==> src/rtl/minv_pkg.sv <==
package minv_pkg;

    typedef enum logic [2:0] {
        ST_IDLE,
        ST_CONV,
        ST_CALC,
        ST_SUBV,
        ST_ADD,
        ST_RED,
        ST_NEG,
        ST_HALVE
    } minv_state_e;

    typedef enum logic {
        TGT_R,
        TGT_S
    } minv_tgt_e;

endpackage

==> src/rtl/minv_addsub.sv <==
module minv_addsub #(
    parameter int WIDTH = 82
) (
    input  logic [WIDTH-1:0] a_i,
    input  logic [WIDTH-1:0] b_i,
    input  logic             sub_i,
    output logic [WIDTH:0]   sum_o
);
    logic [WIDTH:0] b_ext;

    always_comb begin
        b_ext = {1'b0, b_i} ^ {(WIDTH+1){sub_i}};
        sum_o = {1'b0, a_i} + b_ext + {{WIDTH{1'b0}}, sub_i};
    end
endmodule

==> src/rtl/minv_redsel.sv <==
module minv_redsel #(
    parameter int WIDTH = 81
) (
    input  logic [WIDTH-1:0] keep_i,
    input  logic [WIDTH-1:0] diff_i,
    input  logic             neg_i,
    output logic [WIDTH-1:0] val_o,
    output logic             zero_o
);
    always_comb begin
        val_o  = neg_i ? keep_i : diff_i;
        zero_o = !neg_i && (diff_i == '0);
    end
endmodule

==> src/rtl/minv_unit.sv <==
module minv_unit
    import minv_pkg::*;
#(
    parameter int DATA_W = 81
) (
    input  logic              clk,
    input  logic              rst_n,
    input  logic              start,
    input  logic [DATA_W-1:0] operand,
    input  logic [DATA_W-1:0] modulus,
    output logic              done,
    output logic [DATA_W-1:0] result
);
    localparam int W      = DATA_W;
    localparam int CONV_N = 2 * W;
    localparam int CW     = $clog2(2 * W + 1) + 1;

    typedef struct packed {
        minv_state_e   st;
        minv_tgt_e     tgt;
        logic          done;
        logic [CW-1:0] cnt;
        logic [W:0]    w;
        logic [W-1:0]  p;
        logic [W-1:0]  u;
        logic [W-1:0]  v;
        logic [W-1:0]  r;
        logic [W-1:0]  s;
    } regs_t;

    regs_t q, n;

    // shared arithmetic
    logic [W:0]   add_a;
    logic [W:0]   add_b;
    logic         add_sub;
    logic [W+1:0] add_sum;
    logic         add_neg;
    logic [W-1:0] red_val;
    logic         diff_zero;

    minv_addsub #(.WIDTH(W + 1)) u_add (
        .a_i   (add_a),
        .b_i   (add_b),
        .sub_i (add_sub),
        .sum_o (add_sum)
    );

    assign add_neg = add_sum[W+1];

    minv_redsel #(.WIDTH(W)) u_red (
        .keep_i (add_a[W-1:0]),
        .diff_i (add_sum[W-1:0]),
        .neg_i  (add_neg),
        .val_o  (red_val),
        .zero_o (diff_zero)
    );

    // operand steering for the single adder
    always_comb begin
        add_a   = '0;
        add_b   = '0;
        add_sub = 1'b0;
        unique case (q.st)
            ST_CONV: begin
                add_a   = {q.s, 1'b0};
                add_b   = {1'b0, q.p};
                add_sub = 1'b1;
            end
            ST_CALC: begin
                add_sub = 1'b1;
                if (!q.u[0]) begin
                    add_a = {q.s, 1'b0};
                    add_b = {1'b0, q.p};
                end else if (!q.v[0]) begin
                    add_a = {q.r, 1'b0};
                    add_b = {1'b0, q.p};
                end else begin
                    add_a = {1'b0, q.u};
                    add_b = {1'b0, q.v};
                end
            end
            ST_SUBV: begin
                add_a   = {1'b0, q.v};
                add_b   = {1'b0, q.u};
                add_sub = 1'b1;
            end
            ST_ADD: begin
                add_a = {1'b0, q.r};
                add_b = {1'b0, q.s};
            end
            ST_RED: begin
                add_a   = q.w;
                add_b   = {1'b0, q.p};
                add_sub = 1'b1;
            end
            ST_NEG: begin
                add_a   = {1'b0, q.p};
                add_b   = {1'b0, q.r};
                add_sub = 1'b1;
            end
            ST_HALVE: begin
                add_a = {1'b0, q.r};
                add_b = {1'b0, q.p};
            end
            default: ;
        endcase
    end

    // next-state logic
    always_comb begin
        n      = q;
        n.done = 1'b0;
        unique case (q.st)
            ST_IDLE: begin
                if (start) begin
                    n.p   = modulus;
                    n.u   = modulus;
                    n.v   = operand;
                    n.r   = '0;
                    n.s   = {{(W-1){1'b0}}, 1'b1};
                    n.cnt = '0;
                    n.st  = ST_CONV;
                end
            end
            ST_CONV: begin
                n.s   = red_val;
                n.cnt = q.cnt + 1'b1;
                if (q.cnt == CW'(CONV_N - 1)) begin
                    n.cnt = '0;
                    n.st  = ST_CALC;
                end
            end
            ST_CALC: begin
                if (q.v == '0) begin
                    n.st = ST_NEG;
                end else if (!q.u[0]) begin
                    n.u   = q.u >> 1;
                    n.s   = red_val;
                    n.cnt = q.cnt + 1'b1;
                end else if (!q.v[0]) begin
                    n.v   = q.v >> 1;
                    n.r   = red_val;
                    n.cnt = q.cnt + 1'b1;
                end else if (add_neg) begin
                    n.st = ST_SUBV;
                end else if (diff_zero) begin
                    n.v   = '0;
                    n.tgt = TGT_S;
                    n.st  = ST_ADD;
                end else begin
                    n.u   = add_sum[W-1:0];
                    n.tgt = TGT_R;
                    n.st  = ST_ADD;
                end
            end
            ST_SUBV: begin
                n.v   = add_sum[W-1:0];
                n.tgt = TGT_S;
                n.st  = ST_ADD;
            end
            ST_ADD: begin
                n.w  = add_sum[W:0];
                n.st = ST_RED;
            end
            ST_RED: begin
                if (q.tgt == TGT_R) n.r = red_val;
                else                n.s = red_val;
                n.st = ST_CALC;
            end
            ST_NEG: begin
                n.r = (q.r == '0) ? '0 : add_sum[W-1:0];
                if (q.cnt == '0) begin
                    n.st   = ST_IDLE;
                    n.done = 1'b1;
                end else begin
                    n.st = ST_HALVE;
                end
            end
            ST_HALVE: begin
                n.r   = q.r[0] ? add_sum[W:1] : (q.r >> 1);
                n.cnt = q.cnt - 1'b1;
                if (q.cnt == CW'(1)) begin
                    n.st   = ST_IDLE;
                    n.done = 1'b1;
                end
            end
            default: n.st = ST_IDLE;
        endcase
    end

    always_ff @(posedge clk or negedge rst_n) begin
        if (!rst_n) begin
            q <= '{st: ST_IDLE, tgt: TGT_R, default: '0};
        end else begin
            q <= n;
        end
    end

    assign done   = q.done;
    assign result = q.r;

    // observation points for the bound checker
    minv_state_e  state_w;
    logic [W-1:0] mod_w;
    assign state_w = q.st;
    assign mod_w   = q.p;

endmodule

==> config.mk <==
export PLATFORM = sky130hd
export DESIGN_NAME = minv_unit
export DESIGN_NICKNAME = d
export VERILOG_FILES = /design/src/rtl/minv_pkg.sv /design/src/rtl/minv_addsub.sv /design/src/rtl/minv_redsel.sv /design/src/rtl/minv_unit.sv
export SDC_FILE = /design/constraint.sdc
export NUM_CORES = 2
export LEC_CHECK = 0
export ABC_AREA = 1
export BUFFER_PORTS_ARGS = -buffer_cell sky130_fd_sc_hd__buf_2
export CAP_MARGIN = 40
export CORE_AREA = 2 2 369 371
export CTS_CLUSTER_SIZE = 8
export DETAILED_ROUTE_END_ITERATION = 10
export DIE_AREA = 0 0 371 373
export PLACE_DENSITY = 0.44
export SYNTH_ARGS = -nofsm -noshare
export SYNTH_HDL_FRONTEND = slang
export SYNTH_HIERARCHICAL = 1
export SYNTH_SLANG_ARGS = --single-unit
export TNS_END_PERCENT = 100
==> constraint.sdc <==
create_clock -name clk -period 10.35 [get_ports clk]
set_input_delay 2.07 -clock clk [delete_from_list [all_inputs] [get_ports clk]]
set_output_delay 2.07 -clock clk [all_outputs]
set_load 0.05 [all_outputs]
* Word level (Yosys, flattened, before mapping)
Cells that the tools add are included.
** Word-level totals
- Input port bits :: 165
- Register bits :: 501
- Word-level logic and storage cells :: 120
- Output and inout bits :: 82
** Operators by class
- Eq/ne operators :: 28
- $add $sub $neg :: 4
- Reduce and logical (&&, ||, !) cells :: 26
- Bitwise operators :: 1
- Mux-type cells :: 49
** Operators with widths (count)
- two-way mux 81 bit :: 14
- case mux 81 bit (5 select lines) :: 2
- two-way mux 324 bit :: 2
- case mux 82 bit (6 select lines) :: 1
- two-way mux 162 bit :: 2
- case mux 81 bit (4 select lines) :: 1
- zero test 81 bit :: 3
- case mux 81 bit (3 select lines) :: 1
- two-way mux 82 bit :: 2
- case mux 81 bit (2 select lines) :: 1
- adder 82 x 83 -> 83 bit :: 1
- adder 83 x 1 -> 83 bit :: 1
- XOR 81 x 83 -> 83 bit :: 1
- two-way mux 9 bit :: 5
- case mux 9 bit (4 select lines) :: 1
- inequality test 3 bit (second input constant) :: 8
- case mux 3 bit (8 select lines) :: 1
- inequality test 2 bit (second input constant) :: 11
- two-way mux 3 bit :: 6
- AND reduction 6 bit :: 3
- AND reduction 5 bit :: 3
- equality test 3 bit (second input constant) :: 4
- adder 9 x 1 -> 9 bit (second input constant) :: 1
- equality test 9 x 1 -> 1 bit (second input constant) :: 1
- other kinds (21) :: 32

* Longest topological paths before layout
- Depth in word-level cells :: 14
- Depth in mapped cells :: 43
- Depth with buffers taken out :: 38

* By module
Netlist, hierarchy kept.
** By module, submodules not included
- minv_unit :: cells each 4452, times used 1, area each 31509.0 µm², sequential area each 12537.0 µm²
- minv_addsub :: cells each 1760, times used 1, area each 8665.8 µm², sequential area each 0.0 µm²
- minv_redsel :: cells each 332, times used 1, area each 1293.7 µm², sequential area each 0.0 µm²

* Worst setup path before layout
No wires, ideal clock.
- Path kind :: flip-flop to flip-flop
- From :: register q, in the netlist state_w[1]
- To :: register q[304] (netlist bit)
- Cell stages (with the launch flop) :: 35
- Clock period less this slack :: 5.019 ns
- Data required time :: 10.224 ns
- Slack :: 5.331 ns
- Buffers on the path :: 7
- Data arrival time :: 4.893 ns
- Setup time :: 0.126 ns
- Cell sequence :: dfrtp_1 -> buf_2 -> nand2_1 -> inv_2 -> nand2_2 -> buf_1 -> clkbuf_1 -> nand2_1 -> inv_1 -> clkbuf_1 -> buf_2 -> xor2_1 -> ha_1 -> nand2_2 -> nor2_2 -> inv_2 -> nor2_2 -> nand2_1 -> nor2_1 -> nand3_1 -> nand4_1 -> nand2_1 -> or2_1 -> nor2_1 -> nand2_1 -> nor2_1 -> nand2_1 -> nor2_2 -> inv_1 -> nor3_1 -> nor3_2 -> nand3_2 -> buf_4 -> buf_2 -> o21ai_1
** On the way
- Elaborated cells on any way between the ends :: 33
- Those cells by class :: add/sub: 2; eq/ne: 12; mux: 9; bitwise: 1; reduce/logical: 9
** RTL lines
- start, declared :: RTL line minv_unit.sv:31 : regs_t q, n;
- start signal, assigned :: RTL line minv_unit.sv:196 : q <= n;
- equality test 3 bit (tied with other cells) :: RTL line minv_unit.sv:64 : unique case (q.st)
- OR reduction 5 bit (no source line) *
- two-way mux 1 bit * :: RTL line minv_unit.sv:64
- via add_sub :: RTL line minv_unit.sv:36 : logic add_sub;
- XOR 81 x 83 -> 83 bit :: RTL line minv_addsub.sv:12 : b_ext = {1'b0, b_i} ^ {(WIDTH+1){sub_i}};
- adder 82 x 83 -> 83 bit :: RTL line minv_addsub.sv:13 : sum_o = {1'b0, a_i} + b_ext + {{WIDTH{1'b0}}, sub_i};
- adder 83 x 1 -> 83 bit * :: RTL line minv_addsub.sv:13
- via add_sum[82] :: RTL line minv_unit.sv:37 : logic [W+1:0] add_sum;
- zero test 1 bit * :: RTL line minv_redsel.sv:12 : zero_o = !neg_i && (diff_i == '0);
- logical AND 1 bit * :: RTL line minv_redsel.sv:12
- via diff_zero :: RTL line minv_unit.sv:40 : logic diff_zero;
- inequality test 3 bit (no source line) *
- AND reduction 6 bit (no source line) *
Mark *: on every way through the listed nets, which the timed path passes. The rest lies on a longest branch. The select of a mux whose other input is x is not followed.
A chain may end at the register's enable or synchronous reset.

* Worst setup path in the final report
- From :: register q, in the netlist state_w[2]
- To :: register q[280] (netlist bit)
** On the way
- Elaborated cells on any way between the ends :: 33
- Those cells by class :: add/sub: 2; eq/ne: 12; mux: 9; bitwise: 1; reduce/logical: 9
** RTL lines
- equality test 3 bit or equality test 3 x 1 -> 1 bit (tied branches) :: RTL line minv_unit.sv:64
- OR reduction 3 bit (no source line)
- case mux 81 bit (5 select lines) * :: RTL line minv_unit.sv:64
- via add_b[46] :: RTL line minv_unit.sv:35 : logic [W:0] add_b;
- XOR 81 x 83 -> 83 bit * :: RTL line minv_addsub.sv:12
- adder 82 x 83 -> 83 bit * :: RTL line minv_addsub.sv:13
- adder 83 x 1 -> 83 bit * :: RTL line minv_addsub.sv:13
- via add_sum[80] :: RTL line minv_unit.sv:37
- zero test 81 bit * :: RTL line minv_redsel.sv:12
- logical AND 1 bit * :: RTL line minv_redsel.sv:12
- via diff_zero :: RTL line minv_unit.sv:40
- inequality test 3 bit (no source line) *
- AND reduction 6 bit (no source line) *
Marks and branches as above.

==> flow_summary.yaml <==
route:
  ant_nets: 0
  vias: 43690
  drt-total-wl_mm: 189.9
  wl_per_cell_um: 22.81
  drtIter0Drc: 3809
  drtPass1Iterations: 6
  viasPerCell: 5.247
  drc: 0
die:
  die_w_um: 371
  core_um2: 134600
  dieArea_um2: 138400
  start_util_pct: 30.80
  rows: 135
  io_pins: 247
  die_h_um: 373
yosys:
  synth_warnings: 6
  synth.area.top_cells: "dfrtp_1 30%, nand2_1 18%, inv_1 8.8%"
  yosys_register_bits: 501
  synth.avg_cell_area_um2: 6.337
  synthFlopType: "dfrtp_1"
  synth_edf_count: 0
  ys_types: 52
  synth_commonest_cells: "2,009 x nand2_1, 972 x inv_1, 667 x nor2_1"
  synth_most_common_cell: "nand2_1"
  syn_area_um2: 41470
  synth_top_area_share_pct: 30.23
  yosysSeqAreaShare_pct: 30.23
  ys_async_sr_fraction_pct: 100.0
  synth_area_leader_cell: "dfrtp_1"
  syn_nets: 6799
  synthesis.instances: 6544
worst_hold_path:
  hold_depth: 2
  hold_path_end: "q[222]"
  hold_class: "register to register"
  min_from: "q[222]"
setup_path:
  cp_common_cell: "nand2_1"
  end_kind: "register"
  rrSetupSlack_ns: 1.88
  cp_max_fo: 52
  worstSetupPathType: "register to register"
  max_stage_delay_ns: 0.63
  cp_data_required_time_ns: 10.91
  timing.rr.end: "q[280]"
  cp.arrival_ns: 9.03
  r2r_cells: 34
  start_kind: "register"
  r2r_start: "state_w[2]"
  slowest_stage: "dfrtp_1"
power:
  sequentialPowerShare_pct: 43.0
  power_frac_comb_pct: 2.9
  max-vdd-ir-drop_mv: 0.09187
  powerDensity_nw_per_um2: 99.15
  sw_frac_of_total_pct: 24.39
  clkPwrFrac_pct: 54.1
  power.switching_mw: 1.112
  internal_power_mw: 3.448
  p_leak_nw: 24.53
timing:
  setup_viol: 0
  clock.fmax_mhz: 118.0
  period_needed_ns: 8.472
  finClkSkew_ns: 0.02931
  hold_ws_ns: 0.4752
  slew_viol_final: 0
  fin_setup_tns_ns: 0
  slew_headroom_pct: 22.93
  hold_violations: 0
  worst_pin_slew_ns: 1.156
  worst_slack_ns: 1.878
  rsz0062_at_grt: "false"
  fin_crit_sh_pct: 81.85
global_routing:
  grt_pass1_wl_mm: 284.7
  grt_pass1_vias: 42830
  grt_start_max_net_pins: 158
  grt_usage_pct: 27.03
  antenna_found_initial: 3
  grt_overflow: 0
placement:
  place_inst: 8226
  gp_congestion: 0.9526
  dpl.hpwl_mm: 139.2
  place.port_buffers: 246
  dp_slack_ns: 1.846
cts:
  cts_root_buffer: "clkbuf_16"
  cts.hold.buffers_added: 0
  clockBufferDepth: 3
  clk_pin_slew_worst_paths_ns: 0.05
  cts_buffers: 76
  ctsResizeCount: 0
  cts_tree: "yes"
  post-cts-setup-buffers: 0
  clock_latency_ns: 0.70
  h-tree-depth: 3
  numClockSinks: 501
layout:
  instances_no_fill: 8327
  drive_above_1_share_pct: 9.273
  fillers: 15150
  nNetsFinal: 6778
  area_growth_pct: 10.92
  finish.utilization_pct: 34.17
  n_antenna_cell: 0
outcome:
  status: "completed"
job:
  maxCapViolCount: 0
per-layer routing:
metal	global-route usage [%]	wire length [um]	share of wire, %	vias to the layer above
li1	-	-	-	20960
met1	36.38	84810	45	21030
met2	44.63	89070	47	1431
met3	3.042	9778	5.1	270
met4	9.228	6281	3.3	0
met5	0	0	0	-
critical path, delay by kind of cell (launching register included):
kind	cells	cell delay (ns)
fa+ha+maj	1	0.40
xor+xnor	1	0.20
flops	1	0.63
simple gates	23	5.28
buf+inv	7	1.31
compound gates	2	0.32
power by group through the flow:
stage | clock network, mW | logic, mW | registers, mW
2_1_floorplan | 0 | 0.0314 | 2.00
3_3_place_gp | 0 | 0.139 | 1.99
3_5_place_dp | 0 | 0.138 | 1.99
4_1_cts | 2.52 | 0.138 | 1.96
5_1_grt | 2.59 | 0.148 | 1.96
6_report | 2.47 | 0.133 | 1.96
how the worst max path moves through the flow:
| stage | startpoint | to | slack, ns | cells after the start |
|---|---|---|---|---|
| after floorplan | state_w[1] | q[304] | 5.33 | 34 |
| after global placement | state_w[2] | q[272] | 1.90 | 33 |
| after detailed placement | state_w[2] | q[266] | 1.85 | 34 |
| after CTS | state_w[2] | q[257] | 1.83 | 35 |
| after global routing | state_w[2] | q[280] | 1.38 | 37 |
| final | state_w[2] | q[280] | 1.88 | 34 |
logic make-up (layout without fill, tap and decap cells):
group           Yosys count  after routing  synth area share [%]
fa+ha+maj                90             90                 2.734
compound gates         1278           1278                 19.48
mux                       6              6                0.1629
xor+xnor                134            134                 2.830
simple gates           3097           3097                 30.24
other cells               1              1              0.009043
flops                   501            501                 30.23
buf+inv                1437           1439                 14.31
area by class of cell:
class	instances	area [um2]	area share, %
inverter	1014	3812	8.289
clock buffer	92	2076	4.513
timing repair buffer	324	2100	4.565
tap	1781	2228	4.845
multi-input combinational	4606	23110	50.25
sequential	501	12540	27.27
clock inverter	9	125.1	0.2720
flip-flops by register name, summed over array words and instances (netlist names):
register and flops:
mod_w 81, state_w 3, done 1, result 81, q 335
per-stage QoR:
stage	power, mW	area, um2
6_report	4.561	46000
2_1_floorplan	2.026	41470
5_1_grt	4.697	46000
3_3_place_gp	2.133	43600
4_1_cts	4.622	46000
3_5_place_dp	2.132	43790
placed cells by master (no fill, tap or decap), types with 40 or more instances in the layout:
cell	n
nand2_1	2005
inv_1	970
nor2_1	667
dfrtp_1	500
a21oi_1	309
buf_2	245
o221ai_1	229
o21ai_0	187
o21ai_1	184
nand3_1	165
o22ai_1	161
xor2_1	126
ha_1	89
a221oi_1	84
nor3_1	82
a211oi_1	81
clkbuf_16	79
buf_4	58
nor2_2	51
inv_2	40
Note: power is estimated with default switching activity, not from simulation.
